File: src/rtl/rf_pkg.sv
package rf_pkg;

    typedef enum logic [2:0] {
        ST_IDLE,
        ST_SOF,
        ST_REC,
        ST_EOF,
        ST_SKIP
    } rf_state_e;

    typedef enum logic [2:0] {
        ACT_IDLE,
        ACT_SOF,
        ACT_LOAD,
        ACT_EOF,
        ACT_SKIP
    } rf_act_e;

    typedef enum logic [1:0] {
        RK_OTHER,
        RK_HDR,
        RK_SRV
    } rf_kind_e;

    localparam logic [7:0] SYM_SOF_K  = 8'hFC;  // K28.7
    localparam logic [7:0] SYM_EOF_K  = 8'hBC;  // K28.5
    localparam logic [7:0] SYM_IDLE_K = 8'h3C;  // K28.1

    localparam logic [4:0] REC_TAG  = 5'b11101;
    localparam logic [2:0] SUB_HDR  = 3'b001;
    localparam logic [2:0] SUB_SRV  = 3'b111;

endpackage

File: src/rtl/rf_rec_classify.sv
module rf_rec_classify
    import rf_pkg::*;
(
    input  logic [7:0] top_byte,
    output rf_kind_e   kind
);
    always_comb begin
        kind = RK_OTHER;
        if (top_byte[7:3] == REC_TAG) begin
            if (top_byte[2:0] == SUB_HDR)
                kind = RK_HDR;
            else if (top_byte[2:0] == SUB_SRV)
                kind = RK_SRV;
        end
    end
endmodule

File: src/rtl/rf_byte_split.sv
module rf_byte_split #(
    parameter int REC_W  = 24,
    parameter int BYTE_W = 8,
    localparam int BYTES = REC_W / BYTE_W,
    localparam int IDX_W = (BYTES > 1) ? $clog2(BYTES) : 1
) (
    input  logic [REC_W-1:0]  rec,
    input  logic [IDX_W-1:0]  idx,
    output logic [BYTE_W-1:0] byte_o
);
    logic [BYTE_W-1:0] lane [BYTES];

    for (genvar g = 0; g < BYTES; g++) begin : g_lane
        // lane 0 is the most significant byte
        assign lane[g] = rec[REC_W-1-g*BYTE_W -: BYTE_W];
    end

    always_comb begin
        byte_o = '0;
        for (int i = 0; i < BYTES; i++) begin
            if (idx == IDX_W'(i))
                byte_o = lane[i];
        end
    end
endmodule

File: src/rtl/rf_sym_mux.sv
module rf_sym_mux
    import rf_pkg::*;
#(
    parameter int BYTE_W = 8
) (
    input  rf_state_e         state,
    input  logic              raw_mode,
    input  logic [BYTE_W-1:0] filler,
    input  logic [BYTE_W-1:0] rec_byte,
    output logic [BYTE_W-1:0] sym_data,
    output logic              sym_k
);
    always_comb begin
        sym_data = '0;
        sym_k    = 1'b0;
        unique case (state)
            ST_IDLE: begin
                sym_data = raw_mode ? filler : BYTE_W'(SYM_IDLE_K);
                sym_k    = !raw_mode;
            end
            ST_SOF: begin
                sym_data = raw_mode ? filler : BYTE_W'(SYM_SOF_K);
                sym_k    = !raw_mode;
            end
            ST_EOF: begin
                sym_data = raw_mode ? filler : BYTE_W'(SYM_EOF_K);
                sym_k    = !raw_mode;
            end
            ST_REC: begin
                sym_data = rec_byte;
                sym_k    = 1'b0;
            end
            ST_SKIP: begin
                sym_data = '0;
                sym_k    = 1'b0;
            end
            default: begin
                sym_data = '0;
                sym_k    = 1'b0;
            end
        endcase
    end
endmodule

File: src/rtl/record_framer.sv
module record_framer
    import rf_pkg::*;
#(
    parameter int REC_W  = 24,
    parameter int BYTE_W = 8
) (
    input  logic              clk,
    input  logic              rst_n,
    input  logic              rec_valid,
    input  logic [REC_W-1:0]  rec_data,
    input  logic              rec_last,
    output logic              rec_ready,
    input  logic              raw_mode,
    input  logic [BYTE_W-1:0] filler_byte,
    output logic              sym_valid,
    input  logic              sym_ready,
    output logic [BYTE_W-1:0] sym_data,
    output logic              sym_k
);
    localparam int BYTES = REC_W / BYTE_W;
    localparam int IDX_W = (BYTES > 1) ? $clog2(BYTES) : 1;
    localparam logic [IDX_W-1:0] LAST_IDX = IDX_W'(BYTES - 1);

    rf_state_e         state_q, nxt_state;
    rf_act_e           act, ofr_act, ifr_act;
    rf_kind_e          head_kind;
    logic [IDX_W-1:0]  cnt_q;
    logic [REC_W-1:0]  held_q;
    logic              held_last_q;
    logic              in_frame_q;
    logic              sr_seen_q;
    logic              prev_sof_q;
    logic              fire, slot_end, advance;
    logic [BYTE_W-1:0] rec_byte;

    rf_rec_classify u_classify (
        .top_byte (rec_data[REC_W-1 -: 8]),
        .kind     (head_kind)
    );

    rf_byte_split #(.REC_W(REC_W), .BYTE_W(BYTE_W)) u_split (
        .rec    (held_q),
        .idx    (cnt_q),
        .byte_o (rec_byte)
    );

    rf_sym_mux #(.BYTE_W(BYTE_W)) u_mux (
        .state    (state_q),
        .raw_mode (raw_mode),
        .filler   (filler_byte),
        .rec_byte (rec_byte),
        .sym_data (sym_data),
        .sym_k    (sym_k)
    );

    assign sym_valid = (state_q != ST_SKIP);
    assign fire      = sym_valid && sym_ready;

    // a record slot spans all bytes; a control slot spans one byte,
    // or a full empty record when raw mode is on
    always_comb begin
        slot_end = 1'b0;
        unique case (state_q)
            ST_REC:                  slot_end = (cnt_q == LAST_IDX);
            ST_IDLE, ST_SOF, ST_EOF: slot_end = raw_mode ? (cnt_q == LAST_IDX) : 1'b1;
            ST_SKIP:                 slot_end = 1'b1;
            default:                 slot_end = 1'b0;
        endcase
    end

    assign advance = (state_q == ST_SKIP) || (fire && slot_end);

    // decisions outside and inside a frame
    always_comb begin
        ofr_act = ACT_IDLE;
        if (rec_valid)
            ofr_act = (head_kind == RK_HDR) ? ACT_SOF : ACT_LOAD;

        ifr_act = ACT_LOAD;
        if (held_last_q || !rec_valid || head_kind == RK_HDR)
            ifr_act = ACT_EOF;
        else if (head_kind == RK_SRV && sr_seen_q)
            ifr_act = ACT_SKIP;
    end

    always_comb begin
        act = ACT_IDLE;
        unique case (state_q)
            ST_IDLE: act = ofr_act;
            ST_EOF:  act = ofr_act;
            ST_SOF:  act = ACT_LOAD;
            ST_REC:  act = in_frame_q ? ifr_act : ofr_act;
            ST_SKIP: act = ifr_act;
            default: act = ACT_IDLE;
        endcase
    end

    assign rec_ready = advance && (act == ACT_LOAD || act == ACT_SKIP);

    always_comb begin
        nxt_state = state_q;
        if (advance) begin
            unique case (act)
                ACT_IDLE: nxt_state = ST_IDLE;
                ACT_SOF:  nxt_state = ST_SOF;
                ACT_LOAD: nxt_state = ST_REC;
                ACT_EOF:  nxt_state = ST_EOF;
                ACT_SKIP: nxt_state = ST_SKIP;
                default:  nxt_state = ST_IDLE;
            endcase
        end
    end

    // state register
    always_ff @(posedge clk or negedge rst_n) begin
        if (!rst_n)
            state_q <= ST_IDLE;
        else
            state_q <= nxt_state;
    end

    // record holding, byte index and frame bookkeeping
    always_ff @(posedge clk or negedge rst_n) begin
        if (!rst_n) begin
            cnt_q       <= '0;
            held_q      <= '0;
            held_last_q <= 1'b0;
            in_frame_q  <= 1'b0;
            sr_seen_q   <= 1'b0;
            prev_sof_q  <= 1'b0;
        end else begin
            if (fire)
                prev_sof_q <= sym_k && (sym_data == BYTE_W'(SYM_SOF_K));
            if (advance) begin
                cnt_q <= '0;
                unique case (act)
                    ACT_LOAD: begin
                        held_q      <= rec_data;
                        held_last_q <= rec_last;
                        if (state_q == ST_SOF) begin
                            in_frame_q <= 1'b1;
                            sr_seen_q  <= 1'b0;
                        end else if (in_frame_q) begin
                            sr_seen_q <= sr_seen_q || (head_kind == RK_SRV);
                        end
                    end
                    ACT_SKIP: held_last_q <= rec_last;
                    ACT_EOF:  in_frame_q  <= 1'b0;
                    ACT_IDLE, ACT_SOF: ;
                    default: ;
                endcase
            end else if (fire) begin
                cnt_q <= cnt_q + 1'b1;
            end
        end
    end

    // checks next to the logic they guard
    assert_no_double_sof_R5: assert property (@(posedge clk) disable iff (!rst_n)
        (fire && prev_sof_q) |-> !(sym_k && sym_data == BYTE_W'(SYM_SOF_K)));

    assert_hold_on_stall_R9: assert property (@(posedge clk) disable iff (!rst_n)
        (sym_valid && !sym_ready) |=> (sym_valid && $stable(sym_data) && $stable(sym_k)));

    assert_pop_needs_valid_R9: assert property (@(posedge clk) disable iff (!rst_n)
        rec_ready |-> rec_valid);

    assert_raw_no_k_R8: assert property (@(posedge clk) disable iff (!rst_n)
        raw_mode |-> !sym_k);

    assert_rec_bytes_plain_R3: assert property (@(posedge clk) disable iff (!rst_n)
        (state_q == ST_REC) |-> !sym_k);

    assert_sof_pops_header_R2: assert property (@(posedge clk) disable iff (!rst_n)
        (state_q == ST_SOF && advance) |-> (rec_valid && head_kind == RK_HDR));

endmodule

File: config.mk
export PLATFORM = sky130hd
export DESIGN_NAME = record_framer
export DESIGN_NICKNAME = d
export VERILOG_FILES = /design/src/rtl/rf_pkg.sv /design/src/rtl/rf_rec_classify.sv /design/src/rtl/rf_byte_split.sv /design/src/rtl/rf_sym_mux.sv /design/src/rtl/record_framer.sv
export SDC_FILE = /design/constraint.sdc
export NUM_CORES = 1
export LEC_CHECK = 0
export ABC_CLOCK_PERIOD_IN_PS = 1960
export BUFFER_PORTS_ARGS = -buffer_cell sky130_fd_sc_hd__buf_2
export CORE_MARGIN = 2
export CORE_UTILIZATION = 47
export DETAILED_ROUTE_END_ITERATION = 7
export GPL_ROUTABILITY_DRIVEN = 0
export PLACE_DENSITY = 0.76
export SLEW_MARGIN = 10
export SYNTH_ARGS = -nofsm -noshare
export SYNTH_HDL_FRONTEND = slang
export SYNTH_SLANG_ARGS = --single-unit
File: constraint.sdc
create_clock -name clk -period 1.96 [get_ports clk]
set_input_delay 0.098 -clock clk [delete_from_list [all_inputs] [get_ports clk]]
set_output_delay 0.098 -clock clk [all_outputs]
set_load 0.05 [all_outputs]
==> results_dict.tcl, run 1 <==
set metrics [dict create \
    clock_path_buffers 2 \
    crit_slowest_cell "dfrtp_2" \
    drtPass1Iterations 4 \
    hold_path_class "input pin to register" \
    worst-r2r-cell-count 6 \
    drc_errors 0 \
    setup_tns_ns -2.82 \
    post-place-ws_ns -0.126 \
    clock_sinks 32 \
    cpPeakStageDelay_ns 0.47 \
    slew_headroom_pct 52.9 \
    grt_pass1_vias 1568 \
    holdWs_ns 0.0382 \
    worstPathArrival_ns 2.00 \
    worst_slew_pin_slew_ns 0.706 \
    holdPathStages 2 \
    crit_type "register to output pin" \
    p_total_mw 4.58 \
    peakVddDrop_v 0.000765 \
    synthArstFlopShare_pct 100 \
    drt_iter0_drc 65 \
    p_comb_share_pct 61.7 \
    synth_area_um2 1780 \
    rsz0062_at_grt "yes" \
    synth_nets 214 \
    setup_ws_ns -0.138 \
    antenna_found_initial 0 \
    insertion_delay_ns 0.29 \
    min_period_ns 2.10 \
    fin_crit_sh_pct 107 \
    synth.distinct_cells 34 \
    cap_violations 0 \
    num_rows 22 \
    synth_top_area_share_pct 44.9 \
    p_leak_nw 1.34 \
    fin_util_pct 78.7 \
    cp_max_fo 6 \
    tritoncts "yes" \
    die-width_um 65.6 \
    seqPwrFrac_pct 27.5 \
    slew_violations 0 \
    grt.overflow.total 0 \
    fin_nets 297 \
    die_h_um 65.6 \
    ys_seq_elements 32 \
    wl_um 4980 \
    synth_warnings 0 \
    grt_max_degree 33 \
    cp-start-kind "register" \
    p_switching_mw 1.89 \
    dp.cells 290 \
    yosysMostFrequentCell "dfrtp_1" \
    port_buffers 48 \
    synthesis.instances 173 \
    fin_worst_skew_ns 0.0146 \
    yosysTopAreaCell "dfrtp_1" \
    fillerInstances 236 \
    diodes 0 \
    pwr-share-clk_pct 10.7 \
    path_cells "nand3b_1 > nor4b_4 > a2111o_1 > buf_6 > and3_4 > buf_8" \
    p_int_mw 2.70 \
    core_area_um2 3660 \
    vias 1641 \
    dpl.hpwl_um 3240 \
    clk_pin_slew_worst_paths_ns 0.08 \
    layout-drive-gt1-share_pct 63.8 \
    routed_via_density 5.38 \
    grt_first_pass_wirelength_um 7290 \
    routedWlPerCell_um 16.3 \
    hold_viol_final 0 \
    synth-edff-count 0 \
    grt_use_total_pct 22.6 \
    setup_viol 30 \
    required_ns 1.86 \
    violations "setup timing" \
    post_dp_cell_area_um2 2470 \
    die_area_um2 4300 \
    yosys-top-cells-area "dfrtp_1 (45%), mux2_2 (15%), o21ai_0 (3.1%), a22oi_1 (2.9%), nand2_1 (2.7%)" \
    ys.flop_type "dfrtp_1" \
    cp-end-kind "output pin" \
    status "complete, but fails checks" \
    finalNonFillerCells 305 \
    start_util_pct 48.7 \
    clock-root-buffer "clkbuf_8" \
    synth_common_cells "dfrtp_1 (32), mux2_2 (23), nand2_1 (13)" \
    ys_seq_area_share_pct 44.9 \
    max_freq_mhz 477 \
    cts_made_buffers 5 \
    htreeDepth 2 \
    avgSynthCellArea_um2 10.3 \
    power_density_nw_per_um2 1590 \
    syn_to_final_growth_pct 61.7 \
    top_level_ports 49 \
    drtAntennaViolNets 0 \
    p_sw_share_pct 41.2 \
    final_area_um2 2880 \
]
## flip-flops by register name, indices dropped and copies added (netlist names)
name / flops
cnt_q: 2
held_last_q: 1
held_q: 24
in_frame_q: 1
sr_seen_q: 1
state_q: 3
## power groups by stage
stage | Sequential [mW] | Combinational [mW] | Clock (mW)
floorplan | 1.11 | 1.75 | 0
global placement | 1.19 | 2.19 | 0
detailed placement | 1.21 | 2.23 | 0
CTS | 1.22 | 2.67 | 0.500
global route | 1.30 | 3.00 | 0.538
finish | 1.26 | 2.83 | 0.492
## kinds of logic after synthesis
group                      Yosys count  share of synthesized area (%)
buffers and inverters               17                           4.56
DFF                                 32                           44.9
muxes                               25                           16.0
AOI/OAI and AO/OA                   38                           13.9
and+or+nand+nor                     58                           18.5
adders and majority gates            3                           2.11
## cell type report
class / count / area [um2] / share of cell area [%]
Multi-Input combinational cell: 124 / 1240 / 43.1
Sequential cell: 32 / 806 / 28.0
Timing Repair Buffer: 87 / 667 / 23.2
Clock buffer: 7 / 76.3 / 2.65
Tap cell: 48 / 60.1 / 2.09
Inverter: 6 / 25.0 / 0.869
Clock inverter: 1 / 5.00 / 0.174
## critical path, delay by kind of cell (launching register included)
family | cells | cell delay [ns]
buffers and inverters | 2 | 0.29
AOI/OAI and AO/OA | 1 | 0.43
and+or+nand+nor | 3 | 0.54
DFF | 1 | 0.47
## per-layer routing
metal  vias to the layer above  wire [um]  GRT usage [%]
met5                         -          0              0
met4                         0         31           7.03
met3                         4        232           4.79
met2                        54       2390           36.1
met1                       792       2320           30.9
li1                        791          -              -
## worst paths after layout
path                             from          end  slack (ns)
max                        state_q[0]    rec_ready       -0.14
max reg2reg                state_q[0]    held_q[2]       -0.13
min in group asynchronous       rst_n  held_last_q        0.39
max in group asynchronous       rst_n   state_q[0]        1.06
min reg2reg                 held_q[1]    held_q[1]        0.52
min                          rec_last  held_last_q        0.04
## placed cells by master (no fill, tap or decap), drive strengths merged, types with 2 or more instances in the layout
| cell | instances |
|---|---|
| nand3b | 2 |
| nor3 | 7 |
| inv | 6 |
| a21oi | 8 |
| nand2b | 4 |
| nor3b | 5 |
| o21ai | 11 |
| mux2 | 25 |
| ha | 3 |
| dfrtp | 32 |
| buf | 84 |
| a211oi | 6 |
| nand2 | 13 |
| a22oi | 7 |
| nand4 | 3 |
| nand3 | 5 |
| clkbuf | 9 |
| nor2 | 9 |
| nor2b | 6 |
## what timing repair did
item / CTS / global route
cloned: 2 / 2
buffers inserted: 3 / 3
hold buffers: 1 / 0
hold endpoints to repair: 32 / 0
pin swaps: 7 / 18
setup endpoints to repair: 34 / 34
resized for setup: 50 / 15
Note: power is estimated with default switching activity, not from simulation.
==> run 2, diff against run 1 <==
- MAX_ROUTING_LAYER: default -> met4
==> results_dict.tcl, run 2 (synthesis results as in run 1) <==
set metrics [dict create \
    status "complete, but fails checks" \
    violations "setup timing" \
    grt_pass1_vias 1569 \
    clock-root-buffer "clkbuf_8" \
    drc_errors 0 \
    hold_path_class "input pin to register" \
    slew_headroom_pct 53.0 \
    r2r-start "state_q[0]" \
    worstPathArrival_ns 2.00 \
    vias 1641 \
    largest_reg_flops 24 \
    min_period_ns 2.10 \
    htreeDepth 2 \
    cp-start-kind "register" \
    clock_path_buffers 2 \
    grt_max_degree 33 \
    post-place-ws_ns -0.126 \
    final_cell_mix "buf_2 (40), dfrtp_1 (28), buf_4 (28), mux2_4 (21), buf_6 (13)" \
    power_density_nw_per_um2 1590 \
    tritoncts "yes" \
    dpl.hpwl_um 3240 \
    port_buffers 48 \
    rsz0062_at_grt "yes" \
    die_h_um 65.6 \
    fin_worst_skew_ns 0.0148 \
    p_total_mw 4.58 \
    holdPathStages 2 \
    reg.largest.list "held_q x24, state_q x3, cnt_q x2" \
    num_rows 22 \
    insertion_delay_ns 0.29 \
    cp_max_fo 6 \
    wl_um 4970 \
    crit_slowest_cell "dfrtp_2" \
    holdWs_ns 0.0375 \
    regToRegEndpoint "held_q[16]" \
    clock_sinks 32 \
    routed_via_density 5.38 \
    grt_use_total_pct 23.2 \
    start_util_pct 48.7 \
    finalNonFillerCells 305 \
    antenna_found_initial 0 \
    top_level_ports 49 \
    peakVddDrop_v 0.000765 \
    rrSetupSlack_ns -0.13 \
    fillerInstances 236 \
    grt.overflow.total 0 \
    layout-drive-gt1-share_pct 63.8 \
    worst-r2r-cell-count 6 \
    max_flop_register "held_q" \
    crit_type "register to output pin" \
    min_to "held_last_q" \
    worst_slew_pin_slew_ns 0.706 \
    dp.cells 290 \
    required_ns 1.86 \
    syn_to_final_growth_pct 61.7 \
    die-width_um 65.6 \
    final_common_cell "buf_2" \
    clk_pin_slew_worst_paths_ns 0.08 \
    core_area_um2 3660 \
    cp_top_family "simple AND/OR/NAND/NOR gates" \
    cts_made_buffers 5 \
    setup_tns_ns -2.84 \
    slew_violations 0 \
    fin_nets 297 \
    grt_first_pass_wirelength_um 7290 \
    worstHoldStart "rec_last" \
    p_leak_nw 1.34 \
    setup_viol 30 \
    setup_ws_ns -0.139 \
    cp-end-kind "output pin" \
    cap_violations 0 \
    drt_iter0_drc 69 \
    routedWlPerCell_um 16.3 \
    cpPeakStageDelay_ns 0.47 \
    drtAntennaViolNets 0 \
    die_area_um2 4300 \
    path_buf_inv 2 \
    path_cells "nand3b_1 > nor4b_4 > a2111o_1 > buf_6 > and3_4 > buf_8" \
    hold_viol_final 0 \
    max_freq_mhz 476 \
    fin_crit_sh_pct 107 \
    drtPass1Iterations 4 \
    diodes 0 \
]
==> run 2: cell counts in the layout (fill, tap and decap cells not counted) <==
No cell type changed its count.
==> run 2: what timing repair did <==
item                       in CTS  in global routing
gates cloned                    2                  2
setup buffers                   3                  3
hold endpoints to repair       32                  0
pin swaps                       7                 18
gates resized for setup        50                 15
setup endpoints to repair      34                 34
hold buffers                    1                  0
==> run 2: metal layers <==
layer | wire length [um] | vias up | part of all wire (%) | track usage (%)
li1 | - | 792 | - | -
met1 | 2320 | 791 | 47 | 30.9
met2 | 2390 | 52 | 48 | 36.1
met3 | 226 | 6 | 4.5 | 4.79
met4 | 38 | 0 | 0.76 | 7.03
met5 | 0 | - | 0 | -
==> run 2: report_power, final <==
part	switching, mW	internal, mW
Combinational	1.36	1.47
Clock	0.244	0.249
Sequential	0.286	0.976
==> run 2: worst max path at each step <==
stage | from | endpoint | slack (ns) | cells after the start
after floorplan | cnt_q[1] | sym_data[5] | -0.11 | 9
after global placement | rec_data[21] | held_q[13] | -0.08 | 7
after detailed placement | state_q[0] | held_q[11] | -0.13 | 6
after CTS | state_q[0] | rec_ready | -0.13 | 6
after global routing | state_q[0] | held_q[18] | -0.20 | 6
final | state_q[0] | rec_ready | -0.14 | 6
==> run 2: through the flow <==
step	util (%)	area, um2
6_report	78.7	2880
5_1_grt	78.7	2880
4_1_cts	76.0	2780
3_5_place_dp	67.4	2470
3_3_place_gp	67.4	2470
2_1_floorplan	-	1990
==> run 2: layout make-up <==
type                            instances  area [um2]  share of cell area, %
Tap cell                               48        60.1                   2.09
Sequential cell                        32         806                   28.0
Inverter                                6        25.0                  0.869
Multi-Input combinational cell        124        1240                   43.1
Clock inverter                          1        5.00                  0.174
Timing Repair Buffer                   87         667                   23.2
Clock buffer                            7        76.3                   2.65
==> run 2: worst register-to-register path: cells and delay by family (launching register included) <==
| kind | cells | cell delay [ns] |
|---|---|---|
| AO/OA/AOI/OAI | 1 | 0.26 |
| flip-flops | 1 | 0.47 |
| multiplexers | 1 | 0.30 |
| AND/OR/NAND/NOR | 3 | 0.71 |
| buffers and inverters | 1 | 0.24 |
==> run 3, diff against run 2 <==
- ABC_CLOCK_PERIOD_IN_PS: 1960 -> 2220
- CORE_MARGIN: 2 -> 5
- CORE_UTILIZATION: 47 -> 52
- PLACE_DENSITY: 0.76 -> 0.79
- clock period: 1.96 -> 2.22 ns (I/O delays scaled with it)
==> results_dict.tcl, run 3 (synthesis results as in run 1) <==
set metrics [dict create \
    slew_headroom_pct 51.9 \
    path_cells "inv_2 > ha_2 > nor2b_4 > a22oi_1 > nor2_1 > a211oi_1 > nor3_2 > buf_6" \
    fin_worst_skew_ns 0.00433 \
    hold_path_class "input pin to register" \
    tritoncts "yes" \
    final_area_um2 2650 \
    crit_end "sym_data[2]" \
    path_buf_inv 2 \
    die-width_um 68.5 \
    worstPathArrival_ns 2.12 \
    worst_slew_pin_slew_ns 0.721 \
    status "complete, but fails checks" \
    setup_ws_ns -0.0152 \
    grt_pass1_vias 1545 \
    cp_max_fo 7 \
    post-place-ws_ns 0.0914 \
    regArea_um2 805 \
    drc_errors 0 \
    largest_reg_flops 24 \
    power_density_nw_per_um2 1380 \
    clock-root-buffer "clkbuf_4" \
    cp-end-kind "output pin" \
    clock_path_buffers 2 \
    grt.overflow.total 0 \
    syn_to_final_growth_pct 48.5 \
    drtPass1Iterations 4 \
    fillerInstances 226 \
    worst-r2r-cell-count 6 \
    grt_first_pass_wirelength_um 7470 \
    regToRegEndpoint "held_q[14]" \
    violations "setup timing" \
    port_buffers 48 \
    layout-drive-gt1-share_pct 52.0 \
    cpPeakStageDelay_ns 0.43 \
    cap_violations 0 \
    slew_violations 0 \
    max_freq_mhz 447 \
    peakVddDrop_v 0.000664 \
    post_dp_cell_area_um2 2160 \
    diodes 0 \
    antenna_found_initial 0 \
    rrSetupSlack_ns 0.08 \
    crit_slowest_cell "dfrtp_1" \
    dpl.hpwl_um 3220 \
    final_common_cell "buf_2" \
    rsz0062_at_grt "yes" \
    core_area_um2 3340 \
    min_period_ns 2.24 \
    crit_start "cnt_q[0]" \
    required_ns 2.11 \
    routed_via_density 5.76 \
    reg.largest.list "held_q x24, state_q x3, cnt_q x2" \
    drtAntennaViolNets 0 \
    fin_crit_sh_pct 101 \
    grt_max_degree 33 \
    start_util_pct 53.4 \
    crit_type "register to output pin" \
    setup_viol 2 \
    num_rows 21 \
    multi_input_area_um2 1060 \
    holdWs_ns 0.00858 \
    final_cell_mix "buf_2 (39), dfrtp_1 (29), mux2_2 (23), buf_4 (16), dlygate4sd3_1 (15)" \
    vias 1717 \
    r2r-start "state_q[0]" \
    clock_sinks 32 \
    cp-start-kind "register" \
    insertion_delay_ns 0.34 \
    die_area_um2 4700 \
    cp_top_family "simple AND/OR/NAND/NOR gates" \
    cp.depth 8 \
    cts_made_buffers 5 \
    wl_um 5640 \
    fin_nets 292 \
    die_h_um 68.5 \
    grt_use_total_pct 22.6 \
    fin_util_pct 79.3 \
    max_flop_register "held_q" \
    hold_viol_final 0 \
    drt_iter0_drc 147 \
    routedWlPerCell_um 18.9 \
    clk_pin_slew_worst_paths_ns 0.10 \
    top_level_ports 49 \
    holdPathStages 2 \
    htreeDepth 2 \
    p_leak_nw 1.17 \
]
## run 3: cell count changes in the layout (fill, tap and decap cells not counted), moves of 4 or more
cell,before,now
mux2_2,4,23
clkbuf_8,5,0
a211oi_1,0,4
mux2_4,21,1
dlygate4sd3_1,1,15
a211oi_2,6,2
buf_6,13,9
clkbuf_4,0,5
nor3_4,4,0
buf_4,28,16
## run 3: cell type report
cell class,instances,share of cell area (%)
multi-input combinational,124,40.0
sequential,32,30.4
timing repair buffer,82,23.7
tap,46,2.17
clock buffer,6,1.56
clock inverter,2,1.32
inverter,6,0.851
## run 3: layer usage
metal / GRT usage, % / routed length [um] / up-vias
li1: - / - / 779
met1: 28.1 / 2200 / 845
met2: 37.4 / 2920 / 77
met3: 5.51 / 352 / 16
met4: 4.71 / 170 / 0
met5: - / 0 / -
## run 3: power by group
group	internal, mW	switching [mW]	leakage, nW
Sequential	0.857	0.228	0.383
Clock	0.236	0.204	0.0422
Combinational	0.975	1.14	0.747
Total	2.07	1.57	1.17
## run 3: how the worst min path moves through the flow
stage / startpoint / endpoint / slack [ns]
after global placement: rst_n / held_last_q / 0.20
after detailed placement: rst_n / in_frame_q / 0.21
after floorplan: rst_n / cnt_q[0] / -0.18
after global routing: rec_data[20] / held_q[20] / 0.009
after CTS: rec_last / held_last_q / 0.002
final: rec_data[20] / held_q[20] / 0.009
## run 3: through the flow
stage / setup TNS (ns) / power (mW) / instances
global placement: 0 / 2.63 / 267
CTS: 0 / 3.25 / 289
global route: -0.331 / 3.82 / 298
detailed placement: 0 / 2.69 / 267
finish: -0.0154 / 3.64 / 298
floorplan: 0 / 2.26 / 173
## run 3: timing repair
action	CTS	global route
pin swaps	3	11
endpoints found under the setup margin	5	9
gates resized for setup	18	37
gates cloned	0	1
setup buffers	2	6
hold endpoints to repair	43	3
hold buffers	12	3
